### src/rtl/sctl_pkg.sv
package sctl_pkg;

    typedef enum logic [1:0] {
        S_IDLE  = 2'd0,
        S_SHIFT = 2'd1,
        S_FULL  = 2'd2,
        S_OVER  = 2'd3
    } frame_state_e;

    localparam int SEL_W   = 3;
    localparam int ATT_W   = 3;
    localparam int RECG_W  = 2;
    localparam int OUTG_W  = 2;
    localparam int PORT_N  = 6;

    localparam int FMT_SELECT = 0;
    localparam int FMT_GAIN   = 1;
    localparam int FMT_PORT   = 2;
    localparam int FMT_MUTE   = 3;
    localparam int FMT_VOL0   = 4;

    localparam logic [SEL_W-1:0]  SEL_DEFAULT  = 3'd7;
    localparam logic [ATT_W-1:0]  ATT_DEFAULT  = 3'd1;
    localparam logic [RECG_W-1:0] RECG_DEFAULT = 2'd0;

endpackage

### src/rtl/sctl_sync.sv
module sctl_sync #(
    parameter int W      = 3,
    parameter int STAGES = 2
) (
    input  logic         clk,
    input  logic         rst_n,
    input  logic [W-1:0] din,
    output logic [W-1:0] dout,
    output logic [W-1:0] rise
);
    logic [W-1:0] chain [STAGES];
    logic [W-1:0] prev_q;

    always_ff @(posedge clk) begin
        if (!rst_n) begin
            for (int s = 0; s < STAGES; s++) chain[s] <= '0;
            prev_q <= '0;
        end else begin
            chain[0] <= din;
            for (int s = 1; s < STAGES; s++) chain[s] <= chain[s-1];
            prev_q <= chain[STAGES-1];
        end
    end

    assign dout = chain[STAGES-1];
    assign rise = dout & ~prev_q;

    assert_rise_single_R3: assert property (@(posedge clk) disable iff (!rst_n)
        (rise & $past(rise)) == '0);

endmodule

### src/rtl/sctl_frame.sv
module sctl_frame
    import sctl_pkg::*;
#(
    parameter int WORD_W = 16
) (
    input  logic              clk,
    input  logic              rst_n,
    input  logic              bit_in,
    input  logic              shift_rise,
    input  logic              latch_rise,
    output logic [WORD_W-1:0] word,
    output logic              commit
);
    localparam int CNT_W = $clog2(WORD_W + 1);
    localparam int IDX_W = $clog2(WORD_W);
    localparam logic [CNT_W-1:0] LAST_IDX = CNT_W'(WORD_W - 1);
    localparam logic [CNT_W-1:0] FULL_CNT = CNT_W'(WORD_W);

    frame_state_e      state_q, state_d;
    logic [CNT_W-1:0]  cnt_q;
    logic [WORD_W-1:0] word_q;

    // state register
    always_ff @(posedge clk) begin
        if (!rst_n) state_q <= S_IDLE;
        else        state_q <= state_d;
    end

    // next state: a latch edge always returns to IDLE
    always_comb begin
        state_d = state_q;
        unique case (state_q)
            S_IDLE:  if (latch_rise) state_d = S_IDLE;
                     else if (shift_rise) state_d = S_SHIFT;
            S_SHIFT: if (latch_rise) state_d = S_IDLE;
                     else if (shift_rise && cnt_q == LAST_IDX) state_d = S_FULL;
            S_FULL:  if (latch_rise) state_d = S_IDLE;
                     else if (shift_rise) state_d = S_OVER;
            S_OVER:  if (latch_rise) state_d = S_IDLE;
        endcase
    end

    // datapath: bit counter and shift register
    always_ff @(posedge clk) begin
        if (!rst_n) begin
            cnt_q  <= '0;
            word_q <= '0;
        end else if (latch_rise) begin
            cnt_q <= '0;
        end else if (shift_rise && (state_q == S_IDLE || state_q == S_SHIFT)) begin
            word_q[cnt_q[IDX_W-1:0]] <= bit_in;
            cnt_q <= cnt_q + CNT_W'(1);
        end
    end

    // outputs
    always_comb begin
        commit = 1'b0;
        unique case (state_q)
            S_FULL:  commit = latch_rise;
            default: commit = 1'b0;
        endcase
    end
    assign word = word_q;

    assert_idle_empty_R5: assert property (@(posedge clk) disable iff (!rst_n)
        state_q == S_IDLE |-> cnt_q == '0);
    assert_full_count_R5: assert property (@(posedge clk) disable iff (!rst_n)
        state_q == S_FULL |-> cnt_q == FULL_CNT);
    assert_shift_range_R5: assert property (@(posedge clk) disable iff (!rst_n)
        state_q == S_SHIFT |-> (cnt_q != '0 && cnt_q < FULL_CNT));

endmodule

### src/rtl/sctl_decode.sv
module sctl_decode
    import sctl_pkg::*;
#(
    parameter int              WORD_W    = 16,
    parameter int              ADDR_W    = 3,
    parameter int              FMT_W     = 4,
    parameter int              NUM_VOL   = 6,
    parameter int              VOL_W     = 7,
    parameter int              VOL_MAX   = 87,
    parameter logic [ADDR_W-1:0] CHIP_ADDR = 3'd5
) (
    input  logic                     clk,
    input  logic                     rst_n,
    input  logic                     commit,
    input  logic [WORD_W-1:0]        word,
    output logic [SEL_W-1:0]         in_sel,
    output logic [ATT_W-1:0]         in_att,
    output logic [RECG_W-1:0]        rec_gain,
    output logic                     flfr_in_gain,
    output logic                     surr_in_gain,
    output logic [OUTG_W-1:0]        flfr_out_gain,
    output logic                     surr_out_gain,
    output logic                     sub_out_gain,
    output logic [PORT_N-1:0]        port_out,
    output logic                     mute_all,
    output logic                     mic_mute,
    output logic                     rec2_mute,
    output logic                     bass_boost,
    output logic [NUM_VOL*VOL_W-1:0] vol_flat,
    output logic                     vol_err
);
    localparam int PAY_W  = WORD_W - ADDR_W - FMT_W;
    localparam int VOL_HI = FMT_VOL0 + NUM_VOL - 1;
    localparam logic [VOL_W-1:0] VOL_MUTE = '1;

    logic [ADDR_W-1:0] addr;
    logic [FMT_W-1:0]  fmt;
    logic [PAY_W-1:0]  pay;
    logic              wr;
    logic              vol_fmt;
    logic [VOL_W-1:0]  vol_q [NUM_VOL];

    assign addr    = word[ADDR_W-1:0];
    assign fmt     = word[ADDR_W +: FMT_W];
    assign pay     = word[WORD_W-1 -: PAY_W];
    assign wr      = commit && (addr == CHIP_ADDR);
    assign vol_fmt = (fmt >= FMT_W'(FMT_VOL0)) && (fmt <= FMT_W'(VOL_HI));

    always_ff @(posedge clk) begin
        if (!rst_n) begin
            in_sel        <= SEL_DEFAULT;
            in_att        <= ATT_DEFAULT;
            rec_gain      <= RECG_DEFAULT;
            flfr_in_gain  <= 1'b0;
            surr_in_gain  <= 1'b0;
            flfr_out_gain <= '0;
            surr_out_gain <= 1'b0;
            sub_out_gain  <= 1'b0;
            port_out      <= '0;
            mute_all      <= 1'b0;
            mic_mute      <= 1'b1;
            rec2_mute     <= 1'b0;
            bass_boost    <= 1'b0;
        end else if (wr) begin
            if (fmt == FMT_W'(FMT_SELECT)) begin
                in_sel   <= pay[SEL_W-1:0];
                in_att   <= pay[SEL_W +: ATT_W];
                rec_gain <= pay[SEL_W+ATT_W +: RECG_W];
            end
            if (fmt == FMT_W'(FMT_GAIN)) begin
                flfr_in_gain  <= pay[0];
                surr_in_gain  <= pay[1];
                flfr_out_gain <= pay[2 +: OUTG_W];
                surr_out_gain <= pay[2+OUTG_W];
                sub_out_gain  <= pay[3+OUTG_W];
            end
            if (fmt == FMT_W'(FMT_PORT)) port_out <= pay[PORT_N-1:0];
            if (fmt == FMT_W'(FMT_MUTE)) begin
                mute_all   <= pay[0];
                mic_mute   <= pay[1];
                rec2_mute  <= pay[2];
                bass_boost <= pay[3];
            end
        end
    end

    genvar g;
    generate
        for (g = 0; g < NUM_VOL; g++) begin : g_vol
            always_ff @(posedge clk) begin
                if (!rst_n) vol_q[g] <= VOL_MUTE;
                else if (wr && fmt == FMT_W'(FMT_VOL0 + g)) vol_q[g] <= pay[VOL_W-1:0];
            end
            assign vol_flat[g*VOL_W +: VOL_W] = vol_q[g];
        end
    endgenerate

    always_ff @(posedge clk) begin
        if (!rst_n) vol_err <= 1'b0;
        else vol_err <= wr && vol_fmt && (pay[VOL_W-1:0] > VOL_W'(VOL_MAX))
                        && (pay[VOL_W-1:0] != VOL_MUTE);
    end

    assert_hold_without_commit_R2: assert property (@(posedge clk) disable iff (!rst_n)
        !commit |=> $stable(vol_flat) && $stable(port_out) && $stable(in_sel)
                    && $stable(in_att) && $stable(rec_gain) && $stable(flfr_out_gain)
                    && $stable(mic_mute) && $stable(mute_all));
    assert_foreign_addr_R4: assert property (@(posedge clk) disable iff (!rst_n)
        commit && (word[ADDR_W-1:0] != CHIP_ADDR) |=> $stable(vol_flat) && $stable(port_out)
                    && $stable(in_sel) && $stable(mic_mute));
    assert_err_after_commit_R10: assert property (@(posedge clk) disable iff (!rst_n)
        vol_err |-> $past(commit));
    assert_err_single_R10: assert property (@(posedge clk) disable iff (!rst_n)
        vol_err |=> !vol_err);
    assert_unused_fmt_R11: assert property (@(posedge clk) disable iff (!rst_n)
        commit && (word[ADDR_W +: FMT_W] > FMT_W'(VOL_HI)) |=> $stable(vol_flat)
                    && $stable(port_out) && $stable(in_sel) && $stable(bass_boost));
    assert_reset_defaults_R12: assert property (@(posedge clk) disable iff (!rst_n)
        $past(!rst_n) |-> (vol_flat == '1) && (in_sel == SEL_DEFAULT) && mic_mute
                    && (port_out == '0));

endmodule

### src/rtl/sctl_regbank.sv
module sctl_regbank
    import sctl_pkg::*;
#(
    parameter int              WORD_W      = 16,
    parameter int              ADDR_W      = 3,
    parameter int              FMT_W       = 4,
    parameter int              NUM_VOL     = 6,
    parameter int              VOL_W       = 7,
    parameter int              VOL_MAX     = 87,
    parameter int              SYNC_STAGES = 2,
    parameter logic [ADDR_W-1:0] CHIP_ADDR = 3'd5
) (
    input  logic                     clk,
    input  logic                     rst_n,
    input  logic                     ser_data,
    input  logic                     ser_clk,
    input  logic                     ser_latch,
    output logic [2:0]               in_sel,
    output logic [2:0]               in_att,
    output logic [1:0]               rec_gain,
    output logic                     flfr_in_gain,
    output logic                     surr_in_gain,
    output logic [1:0]               flfr_out_gain,
    output logic [1:0]               mic_mix_gain,
    output logic                     surr_out_gain,
    output logic                     sub_out_gain,
    output logic [5:0]               port_out,
    output logic                     mute_all,
    output logic                     mic_mute,
    output logic                     rec2_mute,
    output logic                     bass_boost,
    output logic [NUM_VOL*VOL_W-1:0] vol_code,
    output logic                     vol_err
);
    localparam int PIN_N = 3;

    logic [PIN_N-1:0]  pins_s, pins_rise;
    logic [WORD_W-1:0] word;
    logic              commit;

    sctl_sync #(.W(PIN_N), .STAGES(SYNC_STAGES)) u_sync (
        .clk   (clk),
        .rst_n (rst_n),
        .din   ({ser_latch, ser_clk, ser_data}),
        .dout  (pins_s),
        .rise  (pins_rise)
    );

    sctl_frame #(.WORD_W(WORD_W)) u_frame (
        .clk        (clk),
        .rst_n      (rst_n),
        .bit_in     (pins_s[0]),
        .shift_rise (pins_rise[1]),
        .latch_rise (pins_rise[2]),
        .word       (word),
        .commit     (commit)
    );

    sctl_decode #(
        .WORD_W(WORD_W), .ADDR_W(ADDR_W), .FMT_W(FMT_W), .NUM_VOL(NUM_VOL),
        .VOL_W(VOL_W), .VOL_MAX(VOL_MAX), .CHIP_ADDR(CHIP_ADDR)
    ) u_decode (
        .clk           (clk),
        .rst_n         (rst_n),
        .commit        (commit),
        .word          (word),
        .in_sel        (in_sel),
        .in_att        (in_att),
        .rec_gain      (rec_gain),
        .flfr_in_gain  (flfr_in_gain),
        .surr_in_gain  (surr_in_gain),
        .flfr_out_gain (flfr_out_gain),
        .surr_out_gain (surr_out_gain),
        .sub_out_gain  (sub_out_gain),
        .port_out      (port_out),
        .mute_all      (mute_all),
        .mic_mute      (mic_mute),
        .rec2_mute     (rec2_mute),
        .bass_boost    (bass_boost),
        .vol_flat      (vol_code),
        .vol_err       (vol_err)
    );

    // mixing gain tracks the front output gain code one-for-one
    assign mic_mix_gain = flfr_out_gain;

endmodule

### config.mk
export PLATFORM = sky130hd
export DESIGN_NAME = sctl_regbank
export DESIGN_NICKNAME = d
export VERILOG_FILES = /design/src/rtl/sctl_pkg.sv /design/src/rtl/sctl_sync.sv /design/src/rtl/sctl_frame.sv /design/src/rtl/sctl_decode.sv /design/src/rtl/sctl_regbank.sv
export SDC_FILE = /design/constraint.sdc
export NUM_CORES = 1
export LEC_CHECK = 0
export BUFFER_PORTS_ARGS = -buffer_cell sky130_fd_sc_hd__buf_2
export CAP_MARGIN = 20
export CORE_MARGIN = 4
export CORE_UTILIZATION = 59
export DETAILED_ROUTE_END_ITERATION = 16
export PLACE_DENSITY = 0.84
export SLEW_MARGIN = 20
export SYNTH_ARGS = -nofsm -noshare
export SYNTH_HDL_FRONTEND = slang
export SYNTH_HIERARCHICAL = 1
export SYNTH_SLANG_ARGS = --single-unit
### constraint.sdc
create_clock -name clk -period 7.5 [get_ports clk]
set_clock_uncertainty 0.2 [all_clocks]
set_input_delay 1.5 -clock clk [delete_from_list [all_inputs] [get_ports clk]]
set_output_delay 1.5 -clock clk [all_outputs]
set_load 0.005 [all_outputs]
==> flow_metrics.env <==
export IMPL_status="finished clean"
export IMPL_period_needed_ps=3180
export IMPL_grt_pass1_wl_mm=12.0
export IMPL_clock_latency_ps=360
export IMPL_cp_arrival_ps=3060
export IMPL_hold_buffers=0
export IMPL_synth_area_sq_um=3930
export IMPL_grt_ovfl_total=0
export IMPL_io_buffers=73
export IMPL_rsz0062_at_grt="no"
export IMPL_power_leakage_nw=1.90
export IMPL_reg2reg_depth=6
export IMPL_final_setup_tns_ps=0
export IMPL_cts_root_buf="clkbuf_8"
export IMPL_drtAntennaViolNets=0
export IMPL_power_density_nw_per_um2=202
export IMPL_critPathBufInv=2
export IMPL_boundaryPins=74
export IMPL_slew_viol_final=0
export IMPL_wl_per_cell_um=14.9
export IMPL_start_util_pct=61.2
export IMPL_antenna_found_initial=0
export IMPL_hold_class="reg2reg"
export IMPL_fmax_mhz=314
export IMPL_max_cap_violations=0
export IMPL_crit_cells=4
export IMPL_ys_warn_count=6
export IMPL_gp_congestion=0.822
export IMPL_fin_area_sq_um=4490
export IMPL_finalNonFillerCells=498
export IMPL_nNetsFinal=426
export IMPL_cp_top_family="buffers and inverters"
export IMPL_synthCells=349
export IMPL_layout_worst_path_cycle_share_pct=42.4
export IMPL_grt_util_all_layers_pct=19.6
export IMPL_hold_depth=1
export IMPL_cpMaxStageDelayCell="nor2b_1"
export IMPL_grt_max_degree=43
export IMPL_cts_resized=0
export IMPL_grt_pass1_vias=2550
export IMPL_clkSlewWorstSetupHoldPaths_ps=90
export IMPL_layout_drive_gt1_share_pct=24.2
export IMPL_use_met2_pct=33.0
export IMPL_syn_avg_cell_area_sq_um=11.3
export IMPL_core_sq_um=6420
export IMPL_viasPerCell=5.44
export IMPL_max_slew_margin_rel_pct=49.9
export IMPL_worst_pin_slew_ps=745
export IMPL_placed_cell_area_sq_um=4310
export IMPL_cp_end_kind="flip-flop"
export IMPL_cp_required_ps=7380
export IMPL_rows=29
export IMPL_dpl_hpwl_mm=5.21
export IMPL_ir_worst_vdd_mv=0.149
export IMPL_cts_buffer_depth=2
export IMPL_finalSetupViolCount=0
export IMPL_fp_dieArea_sq_um=8030
export IMPL_worst_setup_path_type="in2reg"
export IMPL_fill_cells=465
export IMPL_dieHeight_um=89.6
export IMPL_dp_cells=482
export IMPL_vias=2709
export IMPL_crit_chain="buf_2, buf_4, nor2b_1, nand2_1"
export IMPL_hold_violations=0
export IMPL_syn_to_final_growth_pct=14.2
export IMPL_cts_htree_levels=3
export IMPL_post_cts_buffers=0
export IMPL_setup_worst_path_start_class="input pin"
export IMPL_crit_fanout=42
export IMPL_power_mw=0.905
export IMPL_first_pass_iters=4
export IMPL_use_met1_pct=24.6
export IMPL_drc=0
export IMPL_met3_usage_pct=3.28
export IMPL_wl_mm=7.41
export IMPL_cts_tree="built"
export IMPL_cts_sinks=97
export IMPL_syn_num_nets=359
export IMPL_n_antenna_cell=0
export IMPL_cts_made_buffers=9
export IMPL_grt_busiest_layer="met2"
export IMPL_slowest_delay_ps=600
export IMPL_drt_iter0_drc=156
export IMPL_die_x_um=89.6
-- worst register-to-register path, stage by stage, from the launching register on --
cell      delay (ps)
dfxtp_1          320
nor2b_1          380
and3b_1          300
nor4bb_1         280
buf_4            210
and4_1           380
nand2b_1         370
-- flip-flops by register name (all words and copies together) (netlist names) --
register,flops
u_frame/state_q,2
u_decode/mic_mute,1
u_decode/vol_q,42
u_frame/word,15
u_decode/in_sel,3
u_decode/surr_out_gain,1
u_decode/sub_out_gain,1
u_decode/flfr_out_gain,2
u_decode/rec_gain,2
u_decode/vol_err,1
u_decode/flfr_in_gain,1
u_sync/prev_q,2
u_decode/surr_in_gain,1
u_decode/port_out,6
u_sync/chain,6
u_decode/mute_all,1
u_frame/cnt_q,5
u_decode/bass_boost,1
u_decode/rec2_mute,1
u_decode/in_att,3
-- path summary, 6_finish.rpt --
path                                         start              endpoint  slack, ps
worst max-delay path                         rst_n  u_decode/vol_q[0][1]       4320
worst min-delay path            u_sync/chain[0][1]    u_sync/chain[0][4]        240
worst max register to register  u_sync/chain[0][5]  u_decode/vol_q[4][3]       4730
worst min register to register  u_sync/chain[0][1]    u_sync/chain[0][4]        240
-- layer usage --
layer	part of all wire, %	up-vias
met5	0	-
met4	1.5	0
met3	6.1	10
met2	49	88
met1	44	1294
li1	-	1317
-- per-stage QoR --
step           hold slack (ps)  utilization, %  setup WS (ps)
2_1_floorplan              206               -           4690
3_3_place_gp               215            67.0           4030
3_5_place_dp               227            67.0           3960
4_1_cts                    249            69.8           4350
5_1_grt                    255            69.9           4170
6_report                   243            69.9           4320
-- area by class of cell --
| type | count | area [sq um] | share of cell area [%] |
|---|---|---|---|
| multi-input cells | 227 | 1450 | 32.2 |
| clock buffers | 11 | 141 | 3.15 |
| well taps | 77 | 96.3 | 2.15 |
| clock inverters | 5 | 38.8 | 0.864 |
| inverters | 6 | 22.5 | 0.502 |
| repair buffers | 75 | 380 | 8.48 |
| flip-flops and latches | 97 | 2360 | 52.6 |
-- cell usage in the layout, fill, tap and decap left out, types with 2 or more instances in the layout --
cell type / instances
nand2_1: 91
buf_2: 73
dfxtp_1: 55
edfxtp_1: 42
mux2i_1: 40
nand3_1: 16
nor2b_1: 14
clkbuf_8: 10
nand2b_1: 9
and2_1: 8
nor2_1: 7
inv_1: 6
nor3_1: 5
ha_1: 5
a21oi_1: 4
nand3b_1: 3
clkinvlp_4: 2
buf_4: 2
nor4_2: 2
nor3_2: 2
and3_1: 2
nand4b_4: 2
nor3b_2: 2
-- power by group --
group          switching [mW]  total [mW]  internal [mW]
combinational          0.0238      0.0348         0.0109
sequential            0.00302       0.562          0.559
clock                   0.177       0.309          0.132
Power figures use the tool's default switching activity.
